**src/rtl/sd_dither_pkg.sv**
```systemverilog
package sd_dither_pkg;

    localparam int SMP_W  = 10;
    localparam int DITH_W = 2;
    localparam int UPPER_W = SMP_W - DITH_W;
    localparam int LFSR_W = 15;
    localparam logic [LFSR_W-1:0] LFSR_SEED = LFSR_W'(1);

    typedef logic [SMP_W-1:0]  sample_t;
    typedef logic [LFSR_W-1:0] lfsr_t;

    typedef enum logic [1:0] {
        REGION_PASS    = 2'd0,
        REGION_PICTURE = 2'd1,
        REGION_VBI     = 2'd2
    } region_e;

    typedef struct packed {
        sample_t smp;
        logic    act;
        logic    vbi;
    } vid_word_t;

    // Fibonacci step for x^15 + x^14 + 1
    function automatic lfsr_t lfsr_step(input lfsr_t s);
        return {s[LFSR_W-2:0], s[LFSR_W-1] ^ s[LFSR_W-2]};
    endfunction

    // Upper field all zeros or all ones: dither could reach a reserved code
    function automatic logic is_guarded(input sample_t s);
        logic [UPPER_W-1:0] up;
        up = s[SMP_W-1:DITH_W];
        return (up == '0) || (up == '1);
    endfunction

endpackage

```
**src/rtl/sd_dither_lfsr.sv**
```systemverilog
module sd_dither_lfsr
    import sd_dither_pkg::*;
(
    input  logic              clk,
    input  logic              rst,
    output logic [DITH_W-1:0] rnd
);

    lfsr_t state_q;

    always_ff @(posedge clk) begin
        if (rst) state_q <= LFSR_SEED;
        else     state_q <= lfsr_step(state_q);
    end

    assign rnd = state_q[DITH_W-1:0];

    AST_LFSR_LIVE: assert property (@(posedge clk) disable iff (rst)
        1'b1 |=> (state_q != '0));

endmodule

```
**src/rtl/sd_dither_gate.sv**
```systemverilog
module sd_dither_gate
    import sd_dither_pkg::*;
(
    input  vid_word_t word,
    input  logic      dith_en,
    input  logic      vdith_en,
    output region_e   region,
    output logic      apply
);

    always_comb begin
        if (!word.act)     region = REGION_PASS;
        else if (word.vbi) region = REGION_VBI;
        else               region = REGION_PICTURE;
    end

    always_comb begin
        unique case (region)
            REGION_PICTURE: apply = dith_en;
            REGION_VBI:     apply = dith_en && vdith_en;
            default:        apply = 1'b0;
        endcase
        if (is_guarded(word.smp)) apply = 1'b0;
    end

endmodule

```
**src/rtl/sd_dither.sv**
```systemverilog
module sd_dither
    import sd_dither_pkg::*;
(
    input  logic       clk,
    input  logic       rst,
    input  logic [9:0] smp_in,
    input  logic       act_in,
    input  logic       vbi_in,
    input  logic       dith_en,
    input  logic       vdith_en,
    output logic [9:0] smp_out
);

    vid_word_t         word;
    region_e           region;
    logic              apply;
    logic [DITH_W-1:0] rnd;
    sample_t           smp_q;

    assign word = '{smp: smp_in, act: act_in, vbi: vbi_in};

    sd_dither_lfsr i_lfsr (
        .clk (clk),
        .rst (rst),
        .rnd (rnd)
    );

    sd_dither_gate i_gate (
        .word     (word),
        .dith_en  (dith_en),
        .vdith_en (vdith_en),
        .region   (region),
        .apply    (apply)
    );

    always_ff @(posedge clk) begin
        if (rst)        smp_q <= '0;
        else if (apply) smp_q <= {word.smp[SMP_W-1:DITH_W], rnd};
        else            smp_q <= word.smp;
    end

    assign smp_out = smp_q;

    AST_RESET_CLEAR: assert property (@(posedge clk)
        rst |=> (smp_out == '0));
    AST_BYPASS_OFF: assert property (@(posedge clk) disable iff (rst)
        (!dith_en && !vdith_en) |=> (smp_out == $past(smp_in)));
    AST_UPPER_KEPT: assert property (@(posedge clk) disable iff (rst)
        1'b1 |=> (smp_out[9:2] == $past(smp_in[9:2])));
    AST_BLANK_CLEAN: assert property (@(posedge clk) disable iff (rst)
        !act_in |=> (smp_out == $past(smp_in)));
    AST_VBI_GATED: assert property (@(posedge clk) disable iff (rst)
        (act_in && vbi_in && !(dith_en && vdith_en)) |=> (smp_out == $past(smp_in)));
    AST_GUARD_PASS: assert property (@(posedge clk) disable iff (rst)
        is_guarded(smp_in) |=> (smp_out == $past(smp_in)));
    AST_NO_RESERVED: assert property (@(posedge clk) disable iff (rst)
        !is_guarded(smp_in) |=> !is_guarded(smp_out));

endmodule

```
**config.mk**
```make
export PLATFORM = sky130hd
export DESIGN_NAME = sd_dither
export DESIGN_NICKNAME = d
export VERILOG_FILES = /design/src/rtl/sd_dither_pkg.sv /design/src/rtl/sd_dither_lfsr.sv /design/src/rtl/sd_dither_gate.sv /design/src/rtl/sd_dither.sv
export SDC_FILE = /design/constraint.sdc
export NUM_CORES = 1
export LEC_CHECK = 0
export BUFFER_PORTS_ARGS = -buffer_cell sky130_fd_sc_hd__buf_2
export CAP_MARGIN = 25
export CORE_MARGIN = 1.5
export CORE_UTILIZATION = 25
export CTS_CLUSTER_SIZE = 12
export DETAILED_ROUTE_END_ITERATION = 8
export SLEW_MARGIN = 30
export SYNTH_ARGS = -nofsm -noshare
export SYNTH_HDL_FRONTEND = slang
export SYNTH_SLANG_ARGS = --single-unit
```
**constraint.sdc**
```tcl
create_clock -name clk -period 1.7 [get_ports clk]
set_clock_uncertainty 0.2 [all_clocks]
set_input_delay 0.255 -clock clk [delete_from_list [all_inputs] [get_ports clk]]
set_output_delay 0.255 -clock clk [all_outputs]
set_load 0.05 [all_outputs]
```
After elaboration in Yosys (flattened, before gate mapping)

Index checks and enable logic that the tools add are counted.
Widths: inputs -> output; s select.

Eq/ne operators: 3
Muxes and demuxes: 5
Bitwise operators: 1
Reduce and logical (&&, ||, !) cells: 3

Operators with widths:

| cell               | number |
|---|---|
| $eq 8x8->1 const B | 1 |
| $logic_not 8->1    | 1 |
| $mux 2             | 3 |
| $eq 2x1->1 const B | 1 |
| $eq 2x2->1 const B | 1 |
| $pmux 1 s2         | 1 |
| $logic_and 1x1->1  | 1 |
| $logic_or 1x1->1   | 1 |
| $mux 1             | 1 |
| $xor 1x1->1        | 1 |

Register bits after elaboration: 25

Longest topological paths before layout

Depth in word-level cells: 6
Mapped depth: 4
Depth with buffers taken out: 4

Cells and area by module

A second synthesis with hierarchy kept.

Cell total of the unflattened synthesis: 66
Area total of the unflattened synthesis: 770.7 um^2

Modules (own cells, without submodules):

| module         | instances | cells each | area each (um^2) | seq. area each (um^2) |
|---|---|---|---|---|
| sd_dither_lfsr | 1         | 34         | 429.2            | 300.3 |
| sd_dither      | 1         | 22         | 277.8            | 200.2 |
| sd_dither_gate | 1         | 10         | 63.8             | 0.0 |

Worst setup path before layout

Ideal clock, no wire load.

Kind: input-to-reg
From: input smp_in[3]
To: register smp_q[0] (netlist: smp_out[0])
Arrival: 1020 ps
Path slack: 359 ps
Stages on the path: 4
Buffers on the path: 0
Path through: nor4_2 -> a221oi_2 -> o21ai_2 -> mux2_4

Word-level cells in the longest chain between the ends: 4
Elaborated cells between the ends (all ways): 5
Classes of those cells: eq/ne (1); mux (2); reduce/logical (2)

Ends and longest elaborated chain:

| what                                                 | RTL line             | RTL |
|---|---|---|
| start, declared                                      | sd_dither.sv:6       | `input logic [9:0] smp_in,` |
| $eq 8x8->1 / $logic_not 8->1 (equally long branches) | sd_dither_pkg.sv:33  | `return (up == '0) \|\| (up == '1);` |
| $logic_or 1x1->1 *                                   | sd_dither_pkg.sv:33  |  |
| $mux 1 *                                             | sd_dither_gate.sv:23 | `if (is_guarded(word.smp)) apply = 1'b0;` |
| $mux 2 *                                             | sd_dither.sv:38      | `else if (apply) smp_q <= {word.smp[SMP_W-1:DITH_W], rnd};` |
| end signal, assigned                                 | sd_dither.sv:38      |  |
| end signal, assigned                                 | sd_dither.sv:39      | `else smp_q <= word.smp;` |
| end, declared                                        | sd_dither.sv:18      | `sample_t smp_q;` |

Mark *: on every way between the ends. The rest lies on a longest branch, timed or not.
A chain may end at the register's enable or synchronous reset.

Final worst setup path

From: input smp_in[9]
To: register smp_q[1] (netlist: smp_out[1])

The elaborated chain is that of the path after synthesis.

==> PnR_summary.wiki <==
{| class="wikitable"
! Metric !! Value
|-
| Commonest non-fill, non-tap cell in the layout || sky130_fd_sc_hd__dfxtp_1
|-
| Maximum fanout along the worst path || 3
|-
| Critical Path AT || 1.71 ns
|-
| Via count of the first global-routing pass || 535
|-
| Post-layout utilization of the core || 0.353
|-
| Class of the worst hold path || in -> reg
|-
| Clock Tree Buf Depth || 2
|-
| Avg Cell Area, Syn || 12.4 um^2
|-
| Cell area reported after detailed placement || 948 um^2
|-
| Worst vdd rail ir drop || 0.654 mV
|-
| Clock transition at the registers of the reported paths || 0.13 ns
|-
| Total clock buffers created by CTS || 3
|-
| Post-Route Setup TNS || 0 ns
|-
| Largest net degree at the start of global routing || 15
|-
| Type of element launching the critical path || input pin
|-
| Residual antenna-violating net count after detailed routing || 0
|-
| Endpoint kind of the worst setup timing path || register
|-
| DIE AREA || 3470 um^2
|-
| Setup WS post-layout || 0.00468 ns
|-
| Reg2Reg Setup Slack || 0.68 ns
|-
| Clock latency on the worst-skew pair || 0.31 ns
|-
| TritonCTS Sinks || 25
|-
| Fin area || 1060 um^2
|-
| Parity-gate share of the synthesized area counting xor and xnor cells || 0.0112
|-
| Total routing resource utilization after global routing || 0.0891
|-
| Ys Warns || 0
|-
| DIE WIDTH || 58.9 um
|-
| Post-detailed-route via-to-cell ratio || 4.01
|-
| Number of inserted diodes || 0
|-
| Main combinational cell family by area after synthesis || simple AND/OR/NAND/NOR gates
|-
| Most used cells in the layout excluding fill and tap cells || 25 x sky130_fd_sc_hd__dfxtp_1, 24 x sky130_fd_sc_hd__buf_2, 20 x sky130_fd_sc_hd__nor2b_1
|-
| Compound-Gate Fraction of Synth Area || 0.0304
|-
| End of the worst register-to-register path || smp_out[1]$_SDFF_PP0_
|-
| TritonCTS clock tree || built
|-
| Mapped cell area || 782 um^2
|-
| Number of cells on the worst reg-to-reg path || 2
|-
| Area fraction in and, or, nand and nor cells after synthesis || 0.266
|-
| Adder and majority gate portion of the synthesized area || 0
|-
| Detailed Route WL || 1.41 mm
|-
| Synth unique cells || 14
|-
| Iteration-0 DRC Markers || 7
|-
| Global-route wire length before repair || 2.23 mm
|-
| Max Cap Viol || 0
|-
| Placement Rows || 20
|-
| Share of the clock period used by the worst path after layout || 0.997
|-
| Core area || 3000 um^2
|-
| # H-tree levels || 1
|-
| Number of nets produced by synthesis || 79
|-
| Root Driver || sky130_fd_sc_hd__clkbuf_4
|-
| Startpoint of the worst setup timing path || smp_in[9]
|-
| Proportion of synthesized area in mux cells || 0.0384
|-
| Hold Slack || 0.0576 ns
|-
| Number of vias in the routed layout || 525
|-
| Final min period || 1.70 ns
|-
| Initial Utilization || 0.260
|-
| Leakage || 0.461 nW
|-
| Minimum setup slack after placement || 0.141 ns
|-
| Path type of the worst setup path || in -> reg
|-
| Relative slew slack || 0.797
|-
| Startpoint of the lowest-slack register-to-register path || i_lfsr.state_q[1]$_SDFF_PP0_
|-
| Status || complete, no violations
|-
| Detailed placer's ending HPWL || 917 um
|-
| Number of setup violations in the final report || 0
|-
| Syn Inst Count || 63
|-
| Die Ht || 58.9 um
|-
| Filler cell count in the final layout || 320
|-
| Number of search-and-repair iterations in the first detailed-routing pass || 4
|-
| Count of port buffers added during placement || 25
|-
| Post-synthesis sequential area ratio || 0.640
|-
| Max-slew violation total from the final report || 0
|-
| Layout net count || 115
|-
| Area added between synthesis and finish || 35.5%
|-
| Top achievable clock speed || 0.590 GHz
|-
| Number of endpoints with negative hold slack in the final report || 0
|-
| GRT Residual Overflow || 0
|-
| CP endpoint || smp_out[1]$_SDFF_PP0_
|-
| Routed length per instance || 10.7 um
|-
| Residual DRC count || 0
|-
| Top Ports || 26
|-
| Antenna violations before repair || 0
|-
| Register bit total from synthesis || 25
|-
| Worst endpoint required time || 1.72 ns
|-
| Number of buffers inserted by post-CTS setup repair || 0
|-
| Actual slew at the worst max-slew pin || 0.303 ns
|-
| Power density cells || 941 nW/um^2
|-
| Routability congestion estimate || 0.635
|-
| Share of layout cells above drive strength 1 || 0.398
|}
synth_stat cells:
cell / n / share of area
sky130_fd_sc_hd__nand4_1: 2 / 0.016
sky130_fd_sc_hd__and2b_2: 2 / 0.022
sky130_fd_sc_hd__nand2b_1: 1 / 0.0080
sky130_fd_sc_hd__a221oi_2: 1 / 0.019
sky130_fd_sc_hd__nor4_2: 2 / 0.032
sky130_fd_sc_hd__nor2b_1: 20 / 0.16
sky130_fd_sc_hd__xnor2_1: 1 / 0.011
sky130_fd_sc_hd__dfxtp_1: 25 / 0.64
sky130_fd_sc_hd__clkinv_1: 1 / 0.0048
sky130_fd_sc_hd__o21ai_2: 1 / 0.011
sky130_fd_sc_hd__clkbuf_1: 2 / 0.0096
sky130_fd_sc_hd__nand2_1: 1 / 0.0048
sky130_fd_sc_hd__mux2_4: 2 / 0.038
sky130_fd_sc_hd__nor2b_2: 2 / 0.022
metrics by stage:
stage	power, mW	instances
after floorplan	0.700	63
after global placement	0.742	120
after detailed placement	0.744	120
after CTS	1.01	132
after global routing	1.06	131
final	0.998	131
cells by family after synthesis:
logic type	count (synthesis)
AND/OR/NAND/NOR	30
multiplexers	2
flip-flops	25
buffers and inverters	3
AO/OA/AOI/OAI	2
XOR/XNOR	1
repair_timing:
item                                   4_1_cts  5_1_grt
setup endpoints to repair                    0        2
hold buffers                                 8        0
endpoints found under the hold margin        8        0
resized for setup                            0        1
state kept, by name, indices dropped and copies added, names as in the netlist:
| signal | flops |
|---|---|
| i_lfsr.state_q | 15 |
| smp_out | 10 |
area by class of cell:
class,count,area [um^2],area share
well taps,33,41.3,0.0390
clock inverters,1,5.00,0.00472
repair buffers,33,208,0.196
clock buffers,3,22.5,0.0213
flip-flops and latches,25,500,0.472
multi-input cells,35,279,0.263
inverters,1,3.75,0.00354
worst max-delay path, stage by stage:
cell and delay [ns]:
sky130_fd_sc_hd__dlygate4sd3_1 0.53, sky130_fd_sc_hd__buf_2 0.15, sky130_fd_sc_hd__nor4_4 0.24, sky130_fd_sc_hd__a221oi_2 0.10, sky130_fd_sc_hd__o21ai_2 0.11, sky130_fd_sc_hd__mux2_4 0.32
worst min-delay path by stage:
stage | end | startpoint | depth (start not counted)
finish | i_lfsr.state_q[2]$_SDFF_PP0_ | rst | 2
global route | smp_out[9]$_SDFF_PP0_ | rst | 2
CTS | i_lfsr.state_q[5]$_SDFF_PP0_ | rst | 2
detailed placement | i_lfsr.state_q[13]$_SDFF_PP0_ | i_lfsr.state_q[12]$_SDFF_PP0_ | 1
global placement | i_lfsr.state_q[8]$_SDFF_PP0_ | i_lfsr.state_q[7]$_SDFF_PP0_ | 1
floorplan | i_lfsr.state_q[11]$_SDFF_PP0_ | rst | 1
report_power, final:
group	switching, mW	leakage, nW	total, mW	internal, mW
clock network	0.163	0.0177	0.251	0.0879
logic	0.0854	0.238	0.139	0.0531
registers	0.00416	0.205	0.608	0.604
metal layers:
metal / track usage / share of wire / routed length, um / up-vias
li1: - / - / - / 271
met1: 0.0941 / 0.42 / 598 / 236
met2: 0.152 / 0.51 / 721 / 16
met3: 0.0396 / 0.050 / 70 / 2
met4: 0.0390 / 0.013 / 18 / 0
met5: 0 / 0 / 0 / -
Note: power is estimated with default switching activity, not from simulation.
